$ cat src/rtl/umem_pkg.sv
package umem_pkg;
  localparam int ADDR_W      = 20;
  localparam int CFG_BYTES   = 4;
  localparam int SEL_W       = $clog2(CFG_BYTES);
  localparam int PAIRS       = 4;
  localparam int SMALL_CNT   = (CFG_BYTES - 1) * PAIRS;
  localparam int SMALL_SHIFT = 14;
  localparam int BIG_SHIFT   = 16;
  localparam int SMRAM_SHIFT = 17;
  localparam int SMALL_BASE  = 'hC0000 >> SMALL_SHIFT;
  localparam int BIG_TAG     = 'hF0000 >> BIG_SHIFT;
  localparam int SMRAM_TAG   = 'hA0000 >> SMRAM_SHIFT;
  localparam int BIOS_FIRST  = ('hE0000 - 'hC0000) >> SMALL_SHIFT;
  localparam logic [7:0] LAST_MASK = 8'hE3;
  localparam int SMRAM_EN_BIT = 7;

  typedef logic [CFG_BYTES-1:0][7:0] cfg_t;
endpackage

$ cat src/rtl/umem_cfg_regs.sv
module umem_cfg_regs
  import umem_pkg::*;
(
  input  logic             clk_i,
  input  logic             rst_ni,
  input  logic             we_i,
  input  logic [SEL_W-1:0] sel_i,
  input  logic [7:0]       wdata_i,
  output cfg_t             cfg_o,
  output logic [7:0]       rdata_o
);
  cfg_t cfg_q;

  for (genvar b = 0; b < CFG_BYTES; b++) begin : g_byte
    localparam logic [7:0] KEEP = (b == CFG_BYTES - 1) ? LAST_MASK : 8'hFF;
    always_ff @(posedge clk_i or negedge rst_ni) begin
      if (!rst_ni)                             cfg_q[b] <= '0;
      else if (we_i && sel_i == SEL_W'(b))     cfg_q[b] <= wdata_i & KEEP;
    end
  end

  assign cfg_o   = cfg_q;
  assign rdata_o = cfg_q[sel_i];
endmodule

$ cat src/rtl/umem_region_map.sv
module umem_region_map
  import umem_pkg::*;
(
  input  cfg_t              cfg_i,
  input  logic [ADDR_W-1:0] addr_i,
  input  logic              write_i,
  output logic              region_int_o,
  output logic              bios_rd_o,
  output logic              bios_wr_o
);
  localparam int N_REG = SMALL_CNT + 1;
  localparam int SW    = ADDR_W - SMALL_SHIFT;
  localparam int BW    = ADDR_W - BIG_SHIFT;

  logic [N_REG-1:0] hit, wr_en, rd_en;

  for (genvar k = 0; k < SMALL_CNT; k++) begin : g_small
    localparam logic [SW-1:0] TAG = SW'(SMALL_BASE + k);
    assign hit[k]   = (addr_i[ADDR_W-1:SMALL_SHIFT] == TAG);
    assign wr_en[k] = cfg_i[k / PAIRS][2 * (k % PAIRS)];
    assign rd_en[k] = cfg_i[k / PAIRS][2 * (k % PAIRS) + 1];
  end

  // single large region at the top, lowest pair of the last byte
  assign hit[SMALL_CNT]   = (addr_i[ADDR_W-1:BIG_SHIFT] == BW'(BIG_TAG));
  assign wr_en[SMALL_CNT] = cfg_i[CFG_BYTES-1][0];
  assign rd_en[SMALL_CNT] = cfg_i[CFG_BYTES-1][1];

  assign region_int_o = |(hit & (write_i ? wr_en : rd_en));
  assign bios_wr_o    = |wr_en[N_REG-1:BIOS_FIRST];
  assign bios_rd_o    = |rd_en[N_REG-1:BIOS_FIRST];

  logic unused_inputs;
  assign unused_inputs = ^{addr_i[SMALL_SHIFT-1:0], cfg_i[CFG_BYTES-1][7:2]};
endmodule

$ cat src/rtl/umem_smram_sel.sv
module umem_smram_sel
  import umem_pkg::*;
(
  input  logic [ADDR_W-1:0] addr_i,
  input  logic              smm_i,
  input  logic              open_i,
  output logic              hit_o
);
  localparam int TW = ADDR_W - SMRAM_SHIFT;

  logic in_area;
  assign in_area = (addr_i[ADDR_W-1:SMRAM_SHIFT] == TW'(SMRAM_TAG));
  assign hit_o   = in_area && (smm_i || open_i);

  logic unused_addr;
  assign unused_addr = ^addr_i[SMRAM_SHIFT-1:0];
endmodule

$ cat src/rtl/umem_shadow_decoder.sv
module umem_shadow_decoder
  import umem_pkg::*;
(
  input  logic              clk_i,
  input  logic              rst_ni,
  input  logic              cfg_we_i,
  input  logic [1:0]        cfg_sel_i,
  input  logic [7:0]        cfg_wdata_i,
  output logic [7:0]        cfg_rdata_o,
  input  logic [19:0]       acc_addr_i,
  input  logic              acc_write_i,
  input  logic              smm_i,
  output logic              route_int_o,
  output logic              smram_hit_o,
  output logic              bios_rd_shadow_o,
  output logic              bios_wr_shadow_o
);
  cfg_t cfg;
  logic region_int, smram_hit;

  umem_cfg_regs u_regs (
    .clk_i   (clk_i),
    .rst_ni  (rst_ni),
    .we_i    (cfg_we_i),
    .sel_i   (cfg_sel_i),
    .wdata_i (cfg_wdata_i),
    .cfg_o   (cfg),
    .rdata_o (cfg_rdata_o)
  );

  umem_region_map u_map (
    .cfg_i        (cfg),
    .addr_i       (acc_addr_i),
    .write_i      (acc_write_i),
    .region_int_o (region_int),
    .bios_rd_o    (bios_rd_shadow_o),
    .bios_wr_o    (bios_wr_shadow_o)
  );

  umem_smram_sel u_smram (
    .addr_i (acc_addr_i),
    .smm_i  (smm_i),
    .open_i (cfg[CFG_BYTES-1][SMRAM_EN_BIT]),
    .hit_o  (smram_hit)
  );

  assign smram_hit_o = smram_hit;
  assign route_int_o = smram_hit | region_int;
endmodule

$ cat config.mk
export PLATFORM = sky130hd
export DESIGN_NAME = umem_shadow_decoder
export DESIGN_NICKNAME = d
export VERILOG_FILES = /design/src/rtl/umem_pkg.sv /design/src/rtl/umem_cfg_regs.sv /design/src/rtl/umem_region_map.sv /design/src/rtl/umem_smram_sel.sv /design/src/rtl/umem_shadow_decoder.sv
export SDC_FILE = /design/constraint.sdc
export NUM_CORES = 1
export LEC_CHECK = 0
export ABC_AREA = 1
export BUFFER_PORTS_ARGS = -buffer_cell sky130_fd_sc_hd__buf_2
export CAP_MARGIN = 15
export CORE_ASPECT_RATIO = 1.5
export CORE_MARGIN = 2
export CORE_UTILIZATION = 25
export DETAILED_ROUTE_END_ITERATION = 12
export PLACE_DENSITY = 0.53
export SLEW_MARGIN = 20
export SYNTH_ARGS = -nofsm -noshare
export SYNTH_HDL_FRONTEND = slang
export SYNTH_SLANG_ARGS = --single-unit
$ cat constraint.sdc
create_clock -name clk_i -period 3.5 [get_ports clk_i]
set_clock_uncertainty 0.05 [all_clocks]
set_input_delay 1.05 -clock clk_i [delete_from_list [all_inputs] [get_ports clk_i]]
set_output_delay 1.05 -clock clk_i [all_outputs]
set_load 0.05 [all_outputs]
* Word level (Yosys, flattened, before mapping)
Index checks and enable logic that the tools add are counted.
** Storage, ports and cells
- Word-level logic and storage cells :: 37
- Flip-flop bits (word level) :: 29
** Cells by class
- Bitwise logic cells :: 2
- Mux-type cells :: 3
- Equality and inequality tests :: 17
- Reduce and logical (&&, ||, !) cells :: 10
- $lt $le $gt $ge :: 1
** Operator list (count)
- $eq 6x6->1 const B :: 12
- $bmux 8 s2 :: 1
- $and 13x13->13 :: 1
- $mux 13 :: 1
- $reduce_or 13->1 :: 1
- $reduce_or 5->1 :: 2
- $mux 8 :: 1
- $logic_and 1x1->1 :: 5
- $eq 2x2->1 const B :: 2
- $eq 4x4->1 const B :: 1
- $eq 3x3->1 const B :: 1
- $lt 2x3->1 const B :: 1
- $eq 2x1->1 const B :: 1
- $logic_not 2->1 :: 1
- $logic_or 1x1->1 :: 1
- $or 1x1->1 :: 1

* Depth between registers and ports, before layout
- Depth in word-level cells :: 4
- Gate-level depth with buffers :: 10

* Hierarchy
Synthesis repeated with hierarchy kept, for this count alone.
** Second synthesis, totals
- Cell total of the unflattened synthesis :: 303
- Area total of the unflattened synthesis :: 1899.3 um2
** By module, submodules not included
- umem_cfg_regs :: area each 1450.1 um2, times used 1, sequential area each 725.7 um2, cells each 194
- umem_region_map :: area each 421.7 um2, times used 1, sequential area each 0.0 um2, cells each 102
- umem_smram_sel :: area each 16.3 um2, times used 1, sequential area each 0.0 um2, cells each 4
- umem_shadow_decoder :: area each 11.3 um2, times used 1, sequential area each 0.0 um2, cells each 3

* Least setup slack after synthesis
Ideal clock, no wire load.
- Kind :: input -> output
- Start point :: in cfg_sel_i[1]
- End point :: out cfg_rdata_o[0]
- Path slack :: 0.234 ns
- Arrival time :: 2.166 ns
- Required time :: 2.400 ns
- Cell stages on the path :: 4
- Buffers on the path :: 0
- Cell sequence :: inv_1 -> nor2_4 -> inv_1 -> o221ai_1
** Between the ends
- Word-level cells in the longest chain between the ends :: 2
** Ends and longest elaborated chain
- from (decl) :: RTL line umem_shadow_decoder.sv:7 : input logic [1:0] cfg_sel_i,
- $bmux 8 s2 :: RTL line umem_cfg_regs.sv:23 : assign rdata_o = cfg_q[sel_i];
- $mux 8 (implied by the code) :: RTL line umem_cfg_regs.sv:23
- to (decl) :: RTL line umem_shadow_decoder.sv:9 : output logic [7:0] cfg_rdata_o,
Every way passes these cells. The select of a mux whose other input is x is not followed.

* Final worst setup path
- Start point :: in acc_write_i
- End point :: out route_int_o
** Between the ends
- Word-level cells in the longest chain between the ends :: 4
** Ends and longest elaborated chain
- from (decl) :: RTL line umem_shadow_decoder.sv:11 : input logic acc_write_i,
- $mux 13 :: RTL line umem_region_map.sv:29 : assign region_int_o = |(hit & (write_i ? wr_en : rd_en));
- $and 13x13->13 :: RTL line umem_region_map.sv:29
- $reduce_or 13->1 :: RTL line umem_region_map.sv:29
- $or 1x1->1 :: RTL line umem_shadow_decoder.sv:48 : assign route_int_o = smram_hit | region_int;
- to (decl) :: RTL line umem_shadow_decoder.sv:13 : output logic route_int_o,
Every way passes these cells.

==> metrics.txt <==
status=completed; Iter 0 DRT Violations=90; DR pass1 iterations=4; average wire per cell in the routed design=13.0 um; number of buffers between clock root and the deepest sink=2; CTS tree=built; height of the die=107 um; cts bufs inserted=5; Filler Cells Inserted=773; largest net degree at the start of global routing=30; critical path endpoint category=primary output; Tcrit/Tclk final=93.8%; number of core rows=37; pin slew with the least headroom to its limit=0.640 ns; post-cts gate resize count=0; syn avg cell area=7.36 sq um; ranking of synthesized cells by area=sky130_fd_sc_hd__dfrtp_1 41%, sky130_fd_sc_hd__nand2_1 19%, sky130_fd_sc_hd__o21ai_2 7.9%, sky130_fd_sc_hd__inv_1 6.1%, sky130_fd_sc_hd__o21ai_0 4.2%; Layout Utilization=30.3%; wire length of the first global-routing pass=7850 um; total standard cell area after synthesis=0.00177 sq mm; area taken by multi-input logic gates=873 sq um; most common cell after layout, fill and taps aside=sky130_fd_sc_hd__nand2_1; Die Area=0.00780 sq mm; path type of the worst min-delay path=flop to flop; flop-to-flop setup slack=2.75 ns; number of enable-type register cells in the synthesized netlist=0; placed wire-length estimate=3610 um; setup fix buffers added after clock tree synthesis=0; number of port buffers=32; sinks on the clock net=29; via density per instance=4.58; peak per-stage delay on the critical path=0.26 ns; synthesized netlist net count=276; num ports=47; Critical Setup Path Class=primary input to primary output; source-to-sink clock delay at the later pin of the worst-skew pair=0.27 ns; unrepaired setup endpoints after global routing=false; Setup TNS Final=0 ns; Startpoint Class=primary input; count of pins over their slew limit=0; most frequent cells in the layout=91 x sky130_fd_sc_hd__nand2_1, 31 x sky130_fd_sc_hd__buf_2, 29 x sky130_fd_sc_hd__inv_1, 29 x sky130_fd_sc_hd__dfrtp_1; clock slew at the register clock pins of the worst setup and hold paths=0.06 ns; final WL=4600 um; Initial Utilization=25.9%; sequential area share after synthesis=40.9%; horizontal extent of the die=72.8 um; CP Cell Sequence=clkbuf_4, inv_2, nand2_1, nand2_1, nand4_1, nand3_1, nor2_1, nand3_1, buf_2; Reg area=726 sq um; global route total overflow=0; synthesis-to-finish area growth=17.0%; total vias in the final route=1620; warning count from the yosys run=0; CP Data Required Time=2.40 ns; flip-flop count of the largest register after layout=29; root buffer cell=sky130_fd_sc_hd__clkbuf_8; number of antenna violations at the first check in global routing=0; drt drc=0; CTS Hold Bufs=0; peak supply drop=0.000162 V; Post-Syn Instances=241; slowest library cell on the worst path=sky130_fd_sc_hd__buf_2; Core ar.=0.00685 sq mm; number of global-route vias before repair=1634; number of unique standard cell types used by synthesis=24; setup violation total in the final timing report=0; fmax=0.304 GHz; total leakage power=1.11 nW; number of nets in the layout=311; layout cells sized above 1=23.6%; diode count=0; global placer's final weighted congestion=0.855; worst-case headroom to the max-slew limit=57.3%; portion of synthesized cell area occupied by the leading cell type=40.9%; total of max-cap violations=0; number of synthesized register bits=29; post-synth top area cell=sky130_fd_sc_hd__dfrtp_1; power per unit of standard cell area=476 mW/mm^2; remaining antenna violation count after routing=0; async set or reset register ratio after synthesis=100%; dominant synthesized flop cell=sky130_fd_sc_hd__dfrtp_1; final hold violation count=0; Tot GR Track Use=13.3%; biggest fanout along the worst timing path=17; data arrival time at the worst-slack endpoint=2.18 ns; minimum clock period=3.28 ns; H-tree lvl count=2; hold slack final=0.438 ns
-- through the flow --
| stage | total power [mW] | worst slack [ns] | cell area, sq um | std cells |
|---|---|---|---|---|
| 2_1_floorplan | 0.642 | 0.234 | 1770 | 241 |
| 3_3_place_gp | 0.722 | 0.171 | 1990 | 347 |
| 3_5_place_dp | 0.725 | 0.169 | 1990 | 347 |
| 4_1_cts | 1.00 | 0.165 | 2070 | 354 |
| 5_1_grt | 1.06 | 0.0470 | 2080 | 354 |
| 6_report | 0.989 | 0.216 | 2080 | 354 |
-- cell families (layout without fill, tap and decap cells) --
group           Yosys count  in the layout  share of synthesized area, %
buf+inv                  37             72                          9.87
compound gates           44             44                          17.6
simple gates            131            131                          31.7
flops                    29             29                          40.9
-- layout make-up --
class / instances / share of cell area (%)
multi-input combinational: 175 / 42.1
inverter: 32 / 5.91
tap: 78 / 4.70
clock buffer: 7 / 4.16
sequential: 29 / 35.0
timing repair buffer: 33 / 8.20
-- worst paths after layout --
| check | cells after the start | from | endpoint |
|---|---|---|---|
| setup / recovery | 9 | acc_write_i | route_int_o |
| hold / removal | 2 | u_regs.cfg_o[29] | u_regs.cfg_o[29] |
| setup reg to reg | 2 | u_regs.cfg_o[18] | u_regs.cfg_o[18] |
| hold reg to reg | 2 | u_regs.cfg_o[29] | u_regs.cfg_o[29] |
| max in group asynchronous | 1 | rst_ni | u_regs.cfg_o[3] |
| min in group asynchronous | 1 | rst_ni | u_regs.cfg_o[23] |
-- critical path: cells and delay by family --
| kind | cells | cell delay, ns |
|---|---|---|
| AND/OR/NAND/NOR | 6 | 0.48 |
| buffers and inverters | 3 | 0.65 |
-- per-layer routing --
| metal | vias up | part of all wire, % | routed length, um | GRT usage [%] |
|---|---|---|---|---|
| li1 | 837 | - | - | - |
| met1 | 728 | 42 | 1920 | 15.8 |
| met2 | 49 | 51 | 2370 | 22.9 |
| met3 | 6 | 4.5 | 206 | 1.79 |
| met4 | 0 | 2.3 | 107 | 6.88 |
| met5 | - | 0 | 0 | 0 |
-- Yosys cell counts, types with 2 or more instances --
cell type and n:
sky130_fd_sc_hd__nand2_2 2, sky130_fd_sc_hd__o211ai_1 2, sky130_fd_sc_hd__nor2_1 16, sky130_fd_sc_hd__nand2_4 3, sky130_fd_sc_hd__a22oi_1 6, sky130_fd_sc_hd__inv_1 29, sky130_fd_sc_hd__o21ai_0 15, sky130_fd_sc_hd__nand2_1 91
sky130_fd_sc_hd__nand4_1 3, sky130_fd_sc_hd__dfrtp_1 29, sky130_fd_sc_hd__buf_6 4, sky130_fd_sc_hd__o221ai_1 2, sky130_fd_sc_hd__nor2_4 2, sky130_fd_sc_hd__a21oi_1 2, sky130_fd_sc_hd__nand3_1 11, sky130_fd_sc_hd__o21ai_2 16
-- power breakdown --
| group | internal, mW | switching [mW] | total (mW) |
|---|---|---|---|
| clock network | 0.155 | 0.115 | 0.271 |
| logic | 0.0861 | 0.198 | 0.284 |
| registers | 0.389 | 0.0454 | 0.435 |
| total | 0.631 | 0.358 | 0.989 |
Power figures use the tool's default switching activity.
